File: src/rtl/exc_pkg.sv
package exc_pkg;
    localparam int REG_NUM_W  = 5;
    localparam int REG_STATUS = 12;
    localparam int REG_CAUSE  = 13;
    localparam int REG_EPC    = 14;

    localparam int ST_EXL_BIT  = 1;
    localparam int ST_IE_BIT   = 0;
    localparam int ST_UM_BIT   = 4;
    localparam int MASK_LO     = 8;
    localparam int CA_CODE_LO  = 2;
    localparam int CA_BD_BIT   = 31;
    localparam int CODE_EXTINT = 0;

    typedef enum logic {
        ST_OPEN    = 1'b0,
        ST_HANDLER = 1'b1
    } lvl_state_e;
endpackage

File: src/rtl/exc_level_fsm.sv
module exc_level_fsm
    import exc_pkg::*;
#(
    parameter int XLEN   = 32,
    parameter int LEVELS = 8
) (
    input  logic              clk,
    input  logic              rst_n,
    input  logic              take,
    input  logic              eret,
    input  logic              st_wr,
    input  logic [XLEN-1:0]   st_wdata,
    output logic              exl,
    output logic              ie,
    output logic              user,
    output logic [LEVELS-1:0] mask
);
    lvl_state_e state_q, state_d;

    always_ff @(posedge clk or negedge rst_n) begin
        if (!rst_n) state_q <= ST_HANDLER;
        else        state_q <= state_d;
    end

    always_comb begin
        state_d = state_q;
        unique case (state_q)
            ST_OPEN: begin
                if (take)                                 state_d = ST_HANDLER;
                else if (st_wr && st_wdata[ST_EXL_BIT])   state_d = ST_HANDLER;
            end
            ST_HANDLER: begin
                if (take)                                 state_d = ST_HANDLER;
                else if (eret)                            state_d = ST_OPEN;
                else if (st_wr && !st_wdata[ST_EXL_BIT])  state_d = ST_OPEN;
            end
            default: state_d = ST_HANDLER;
        endcase
    end

    always_comb begin
        exl = (state_q == ST_HANDLER);
    end

    always_ff @(posedge clk or negedge rst_n) begin
        if (!rst_n) begin
            ie   <= 1'b0;
            user <= 1'b0;
            mask <= '0;
        end else if (st_wr) begin
            ie   <= st_wdata[ST_IE_BIT];
            user <= st_wdata[ST_UM_BIT];
            mask <= st_wdata[MASK_LO +: LEVELS];
        end
    end

    p_eret_leaves_r8: assert property (@(posedge clk) disable iff (!rst_n)
        (eret && !take) |=> (state_q == ST_OPEN));

    p_eret_keeps_enable_r8: assert property (@(posedge clk) disable iff (!rst_n)
        (eret && !take) |=> (ie == $past(ie) && mask == $past(mask)));
endmodule

File: src/rtl/exc_cause_reg.sv
module exc_cause_reg
    import exc_pkg::*;
#(
    parameter int XLEN     = 32,
    parameter int HW_LINES = 6,
    parameter int SW_LINES = 2,
    parameter int CODE_W   = 5
) (
    input  logic                clk,
    input  logic                rst_n,
    input  logic [HW_LINES-1:0] hw_irq,
    input  logic                take,
    input  logic                is_trap,
    input  logic [CODE_W-1:0]   trap_code,
    input  logic                bd_in,
    input  logic                ca_wr,
    input  logic [XLEN-1:0]     ca_wdata,
    output logic [HW_LINES+SW_LINES-1:0] pend,
    output logic [CODE_W-1:0]   code,
    output logic                bd
);
    logic [HW_LINES-1:0] pend_hw_q;
    logic [SW_LINES-1:0] pend_sw_q;

    always_ff @(posedge clk or negedge rst_n) begin
        if (!rst_n) pend_hw_q <= '0;
        else        pend_hw_q <= hw_irq;
    end

    always_ff @(posedge clk or negedge rst_n) begin
        if (!rst_n)     pend_sw_q <= '0;
        else if (ca_wr) pend_sw_q <= ca_wdata[MASK_LO +: SW_LINES];
    end

    always_ff @(posedge clk or negedge rst_n) begin
        if (!rst_n) begin
            code <= '0;
            bd   <= 1'b0;
        end else if (take) begin
            code <= is_trap ? trap_code : CODE_W'(CODE_EXTINT);
            bd   <= bd_in;
        end
    end

    assign pend = {pend_hw_q, pend_sw_q};

    p_code_zero_irq_r7: assert property (@(posedge clk) disable iff (!rst_n)
        (take && !is_trap) |=> (code == '0));
endmodule

File: src/rtl/exc_epc_reg.sv
module exc_epc_reg #(
    parameter int XLEN = 32
) (
    input  logic            clk,
    input  logic            rst_n,
    input  logic            take,
    input  logic            is_trap,
    input  logic [XLEN-1:0] trap_pc,
    input  logic [XLEN-1:0] next_pc,
    input  logic            epc_wr,
    input  logic [XLEN-1:0] epc_wdata,
    output logic [XLEN-1:0] epc
);
    always_ff @(posedge clk or negedge rst_n) begin
        if (!rst_n)      epc <= '0;
        else if (take)   epc <= is_trap ? trap_pc : next_pc;
        else if (epc_wr) epc <= epc_wdata;
    end

    p_epc_irq_r7: assert property (@(posedge clk) disable iff (!rst_n)
        (take && !is_trap) |=> (epc == $past(next_pc)));
endmodule

File: src/rtl/exc_ctrl_unit.sv
module exc_ctrl_unit
    import exc_pkg::*;
#(
    parameter int          XLEN     = 32,
    parameter int          HW_LINES = 6,
    parameter int          SW_LINES = 2,
    parameter int          CODE_W   = 5,
    parameter logic [31:0] VECTOR   = 32'h8000_0180
) (
    input  logic                 clk,
    input  logic                 rst_n,
    input  logic [HW_LINES-1:0]  hw_irq,
    input  logic                 trap_valid,
    input  logic [CODE_W-1:0]    trap_code,
    input  logic [XLEN-1:0]      trap_pc,
    input  logic [XLEN-1:0]      next_pc,
    input  logic                 in_delay_slot,
    input  logic                 eret_req,
    input  logic [REG_NUM_W-1:0] reg_num,
    input  logic                 reg_wr_en,
    input  logic [XLEN-1:0]      reg_wdata,
    output logic [XLEN-1:0]      reg_rdata,
    output logic                 exc_take,
    output logic [XLEN-1:0]      exc_vector,
    output logic [XLEN-1:0]      eret_pc
);
    localparam int LEVELS = HW_LINES + SW_LINES;
    localparam int BD_PAD = CA_BD_BIT - (MASK_LO + LEVELS);

    logic              exl_w, ie_w, user_w;
    logic [LEVELS-1:0] mask_w, pend_w;
    logic [CODE_W-1:0] code_w;
    logic              bd_w;
    logic [XLEN-1:0]   epc_w;
    logic              irq_hit, wr_ok;
    logic              wr_status, wr_cause, wr_epc;
    logic [XLEN-1:0]   status_word, cause_word;

    assign irq_hit  = ie_w && !exl_w && ((pend_w & mask_w) != '0);
    assign exc_take = trap_valid || irq_hit;
    assign wr_ok    = reg_wr_en && !exc_take && !eret_req;

    assign wr_status = wr_ok && (reg_num == REG_NUM_W'(REG_STATUS));
    assign wr_cause  = wr_ok && (reg_num == REG_NUM_W'(REG_CAUSE));
    assign wr_epc    = wr_ok && (reg_num == REG_NUM_W'(REG_EPC));

    exc_level_fsm #(.XLEN(XLEN), .LEVELS(LEVELS)) u_level (
        .clk      (clk),
        .rst_n    (rst_n),
        .take     (exc_take),
        .eret     (eret_req),
        .st_wr    (wr_status),
        .st_wdata (reg_wdata),
        .exl      (exl_w),
        .ie       (ie_w),
        .user     (user_w),
        .mask     (mask_w)
    );

    exc_cause_reg #(.XLEN(XLEN), .HW_LINES(HW_LINES), .SW_LINES(SW_LINES), .CODE_W(CODE_W)) u_cause (
        .clk       (clk),
        .rst_n     (rst_n),
        .hw_irq    (hw_irq),
        .take      (exc_take),
        .is_trap   (trap_valid),
        .trap_code (trap_code),
        .bd_in     (in_delay_slot),
        .ca_wr     (wr_cause),
        .ca_wdata  (reg_wdata),
        .pend      (pend_w),
        .code      (code_w),
        .bd        (bd_w)
    );

    exc_epc_reg #(.XLEN(XLEN)) u_epc (
        .clk       (clk),
        .rst_n     (rst_n),
        .take      (exc_take),
        .is_trap   (trap_valid),
        .trap_pc   (trap_pc),
        .next_pc   (next_pc),
        .epc_wr    (wr_epc),
        .epc_wdata (reg_wdata),
        .epc       (epc_w)
    );

    always_comb begin
        status_word = '0;
        status_word[MASK_LO +: LEVELS] = mask_w;
        status_word[ST_UM_BIT]         = user_w;
        status_word[ST_EXL_BIT]        = exl_w;
        status_word[ST_IE_BIT]         = ie_w;
    end

    assign cause_word = {bd_w, {BD_PAD{1'b0}}, pend_w, 1'b0, code_w, 2'b00};

    always_comb begin
        unique case (reg_num)
            REG_NUM_W'(REG_STATUS): reg_rdata = status_word;
            REG_NUM_W'(REG_CAUSE):  reg_rdata = cause_word;
            REG_NUM_W'(REG_EPC):    reg_rdata = epc_w;
            default:                reg_rdata = '0;
        endcase
    end

    assign exc_vector = VECTOR;
    assign eret_pc    = epc_w;

    p_hw_pending_follows_r2: assert property (@(posedge clk) disable iff (!rst_n)
        1'b1 |=> (pend_w[LEVELS-1:SW_LINES] == $past(hw_irq)));

    p_take_enters_handler_r7: assert property (@(posedge clk) disable iff (!rst_n)
        exc_take |=> exl_w);

    p_epc_trap_r7: assert property (@(posedge clk) disable iff (!rst_n)
        (exc_take && trap_valid) |=> (epc_w == $past(trap_pc)));

    p_no_irq_in_handler_r5: assert property (@(posedge clk) disable iff (!rst_n)
        (exl_w && !trap_valid) |-> !exc_take);

    p_trap_always_taken_r6: assert property (@(posedge clk) disable iff (!rst_n)
        trap_valid |-> exc_take);

    p_dropped_write_r9: assert property (@(posedge clk) disable iff (!rst_n)
        (reg_wr_en && eret_req && !exc_take && reg_num == REG_NUM_W'(REG_EPC))
            |=> (epc_w == $past(epc_w)));
endmodule

File: config.mk
export PLATFORM = sky130hd
export DESIGN_NAME = exc_ctrl_unit
export DESIGN_NICKNAME = d
export VERILOG_FILES = /design/src/rtl/exc_pkg.sv /design/src/rtl/exc_level_fsm.sv /design/src/rtl/exc_cause_reg.sv /design/src/rtl/exc_epc_reg.sv /design/src/rtl/exc_ctrl_unit.sv
export SDC_FILE = /design/constraint.sdc
export NUM_CORES = 1
export LEC_CHECK = 0
export CORE_ASPECT_RATIO = 0.8
export CORE_MARGIN = 2
export CORE_UTILIZATION = 39
export DETAILED_ROUTE_END_ITERATION = 8
export HOLD_SLACK_MARGIN = 0.08
export PLACE_DENSITY = 0.89
export SLEW_MARGIN = 20
export SYNTH_ARGS = -nofsm -noshare
export SYNTH_HDL_FRONTEND = slang
export SYNTH_SLANG_ARGS = --single-unit
File: constraint.sdc
create_clock -name clk -period 2.5 [get_ports clk]
set_input_delay 0.625 -clock clk [delete_from_list [all_inputs] [get_ports clk]]
set_output_delay 0.625 -clock clk [all_outputs]
set_load 0.05 [all_outputs]
==> flow_metrics.tcl <==
set metrics [dict create \
    status "finished, final reports clean" \
    drc 0 \
    clk_latency_ns 0.31 \
    worst_r2r_path_depth 5 \
    ys_seq_area_share_pct 38.7 \
    startpoint_type "flop" \
    gp_congestion 0.839 \
    rows 31 \
    ys.flop_type "dfrtp_1" \
    antenna_found_initial 1 \
    synthArstFlopShare_pct 100 \
    core_sq_um 9110 \
    ioPinCount 215 \
    cp.required_ns 1.88 \
    postSynthCellCount 404 \
    overflow 0 \
    grt_pass1_vias 4101 \
    reg2reg_slack_ns 0.27 \
    htree_levels 3 \
    power.leakage_nw 2.93 \
    setup_ws_ns 0.0771 \
    hp-class "input port to async pin" \
    drtIter0Drc 200 \
    start_util_pct 40.4 \
    synth-seq-cells 57 \
    relSlewSlack_pct 44.5 \
    grt_max_degree 75 \
    grt_usage_pct 26.2 \
    crit_fanout 3 \
    rsz0062_at_grt "no" \
    max_stage_delay_ns 0.49 \
    fp.dieArea_sq_um 10200 \
    ir_drop_mv 0.393 \
    numCtsBuffers 9 \
    period_share_pct 96.9 \
    drive_gt1_share_pct 25.9 \
    max-clock-path-buffers 2 \
    cts-root-buf "clkbuf_16" \
    cts.sinks 57 \
    synth.avg_cell_area_sq_um 9.12 \
    finClkSkew_ns 0.00462 \
    drt-pass1-iter-count 4 \
    path_clk_slew_ns 0.05 \
    critical_path_class "flop to output pin" \
    max_freq_mhz 413 \
    crit_chain "a22o_4 -> o41a_4 -> nor2_2 -> inv_1 -> buf_6" \
    antenna_left 0 \
    cp.arrival_ns 1.80 \
    viasPerCell 5.44 \
    powerDensity_nw_per_um2 535 \
    dp_hpwl_mm 9.77 \
    fin_crit_ns 2.42 \
    dr_total_vias 3866 \
    synth_edf_count 0 \
    crit_path_top_delay_cell "o41a_4" \
    wirelength_mm 13.9 \
    drv_cap 0 \
    die_w_um 113 \
    ys_types 32 \
    hold_violations 0 \
    r2r-start "u_level.mask[1]" \
    path_buf_inv 2 \
    syn_to_final_growth_pct 77.5 \
    portBuffers 182 \
    dp_slack_ns -0.263 \
    dieHeight_um 90.9 \
    ys_warn_count 0 \
    wl_per_cell_um 19.5 \
    finalMaxSlewViolations 0 \
    finalSetupViolCount 0 \
    crit_family "compound AO/OA/AOI/OAI gates" \
    final_util_pct 71.7 \
    grt_pass1_wl_mm 21.1 \
    r2r-end "u_level.mask[2]" \
    final_nets 708 \
    cts_tree "done" \
    worstMarginPinSlew_ns 0.833 \
    end_kind "output pin" \
    syn_area_sq_um 3680 \
]
placed cells by master, fill, tap and decap left out, types with 2 or more instances in the layout:
cell,instances
dlymetal6s2s_1,3
a22o_1,2
conb_1,32
mux2_1,12
a21oi_1,9
o31ai_1,18
o21ai_1,5
clkdlybuf4s50_1,142
clkinv_2,2
a211oi_1,18
and3_2,8
dfrtp_1,56
a22o_4,2
buf_2,2
a22oi_1,5
and3_1,32
nand2_1,44
buf_4,21
clkbuf_16,11
nor2_1,41
buf_12,38
a211oi_2,14
nor2_2,15
o31ai_2,14
bufinv_16,2
clkbuf_8,2
and3_4,8
nand3b_1,2
nor4b_1,2
mux2i_1,13
state kept, by name, summed over array words and instances (netlist names):
signal and cells:
u_cause.pend_hw_q 6, u_cause.code 5, u_cause.pend_sw_q 2, u_level.user 1, u_level.ie 1, u_cause.bd 1
u_level.exl 1, u_epc.epc 32, u_level.mask 8
power breakdown:
group	total, mW	switching, mW	internal, mW	leakage (nW)
combinational	1.08	0.631	0.451	2.07
sequential	1.09	0.0775	1.01	0.700
clock	1.33	0.411	0.922	0.162
total	3.50	1.12	2.38	2.93
metrics by stage:
stage	setup TNS, ns	cell area [sq um]	cells	hold slack (ns)	power [mW]
after global placement	-4.55	5990	688	0.478	2.11
after CTS	0	6410	706	0.298	3.50
after floorplan	-0.0191	3850	434	0.329	1.72
after global routing	0	6540	711	0.310	3.63
after detailed placement	-6.47	5990	688	0.481	2.14
final	0	6540	711	0.285	3.50
routing by layer:
metal	routed length, um	track usage, %	vias to the layer above
li1	-	-	1753
met1	5630	30.6	1885
met2	6820	45.6	195
met3	1030	6.74	33
met4	405	10.9	0
met5	0	0	-
worst max path at each step:
| stage | from | end | cells after the start |
|---|---|---|---|
| 4_1_cts | reg_num[4] | reg_rdata[24] | 5 |
| 6_report | u_level.mask[1] | exc_take | 5 |
| 2_1_floorplan | reg_num[1] | reg_rdata[0] | 4 |
| 3_5_place_dp | reg_num[0] | reg_rdata[14] | 7 |
| 3_3_place_gp | reg_num[0] | reg_rdata[8] | 7 |
| 5_1_grt | reg_num[0] | reg_rdata[12] | 7 |
cell usage after synthesis (2+ instances only):
cell type	instances	share of area [%]
a211oi_1	18	3.7
a211oi_2	14	4.8
mux2_1	12	3.7
mux2i_1	13	3.5
conb_1	2	0.20
nor2_1	56	5.7
nor3_1	2	0.27
o21ai_1	5	0.68
dfrtp_1	56	38
buf_4	36	7.3
buf_1	2	0.20
nand3b_1	2	0.41
nand2_1	44	4.5
a21oi_1	9	1.2
and3_1	48	8.1
nor4b_1	2	0.48
a22o_1	4	0.95
nor2b_1	3	0.51
o31ai_2	14	4.8
buf_2	8	1.1
clkbuf_1	22	2.2
o31ai_1	18	3.7
a22oi_1	5	1.0
final cells by class:
class                      count  area [sq um]
fill                         660          2580
timing repair buffer         213          2510
multi-input combinational    308          2120
sequential                    57          1430
clock buffer                  11           253
tap                          115           144
clock inverter                 5          77.6
inverter                       1          3.75
antenna                        1          2.50
cells by family (layout without fill, tap and decap cells):
group                  Yosys count  in the layout  synth area share (%)
AO/OA/AOI/OAI                   90             90                  21.6
buffers and inverters           69            230                  11.0
flip-flops                      57             57                  38.7
multiplexers                    25             25                  7.20
other                            2             33                 0.204
AND/OR/NAND/NOR                161            161                  21.3
timing repair:
item | 4_1_cts | 5_1_grt
endpoints found under the hold margin | 0 | 0
gates resized for setup | 15 | 12
pin swaps | 3 | 1
gates cloned | 1 | 2
hold buffers | 0 | 0
setup buffers | 1 | 2
setup endpoints to repair | 33 | 19
(Power assumes the default switching activity.)
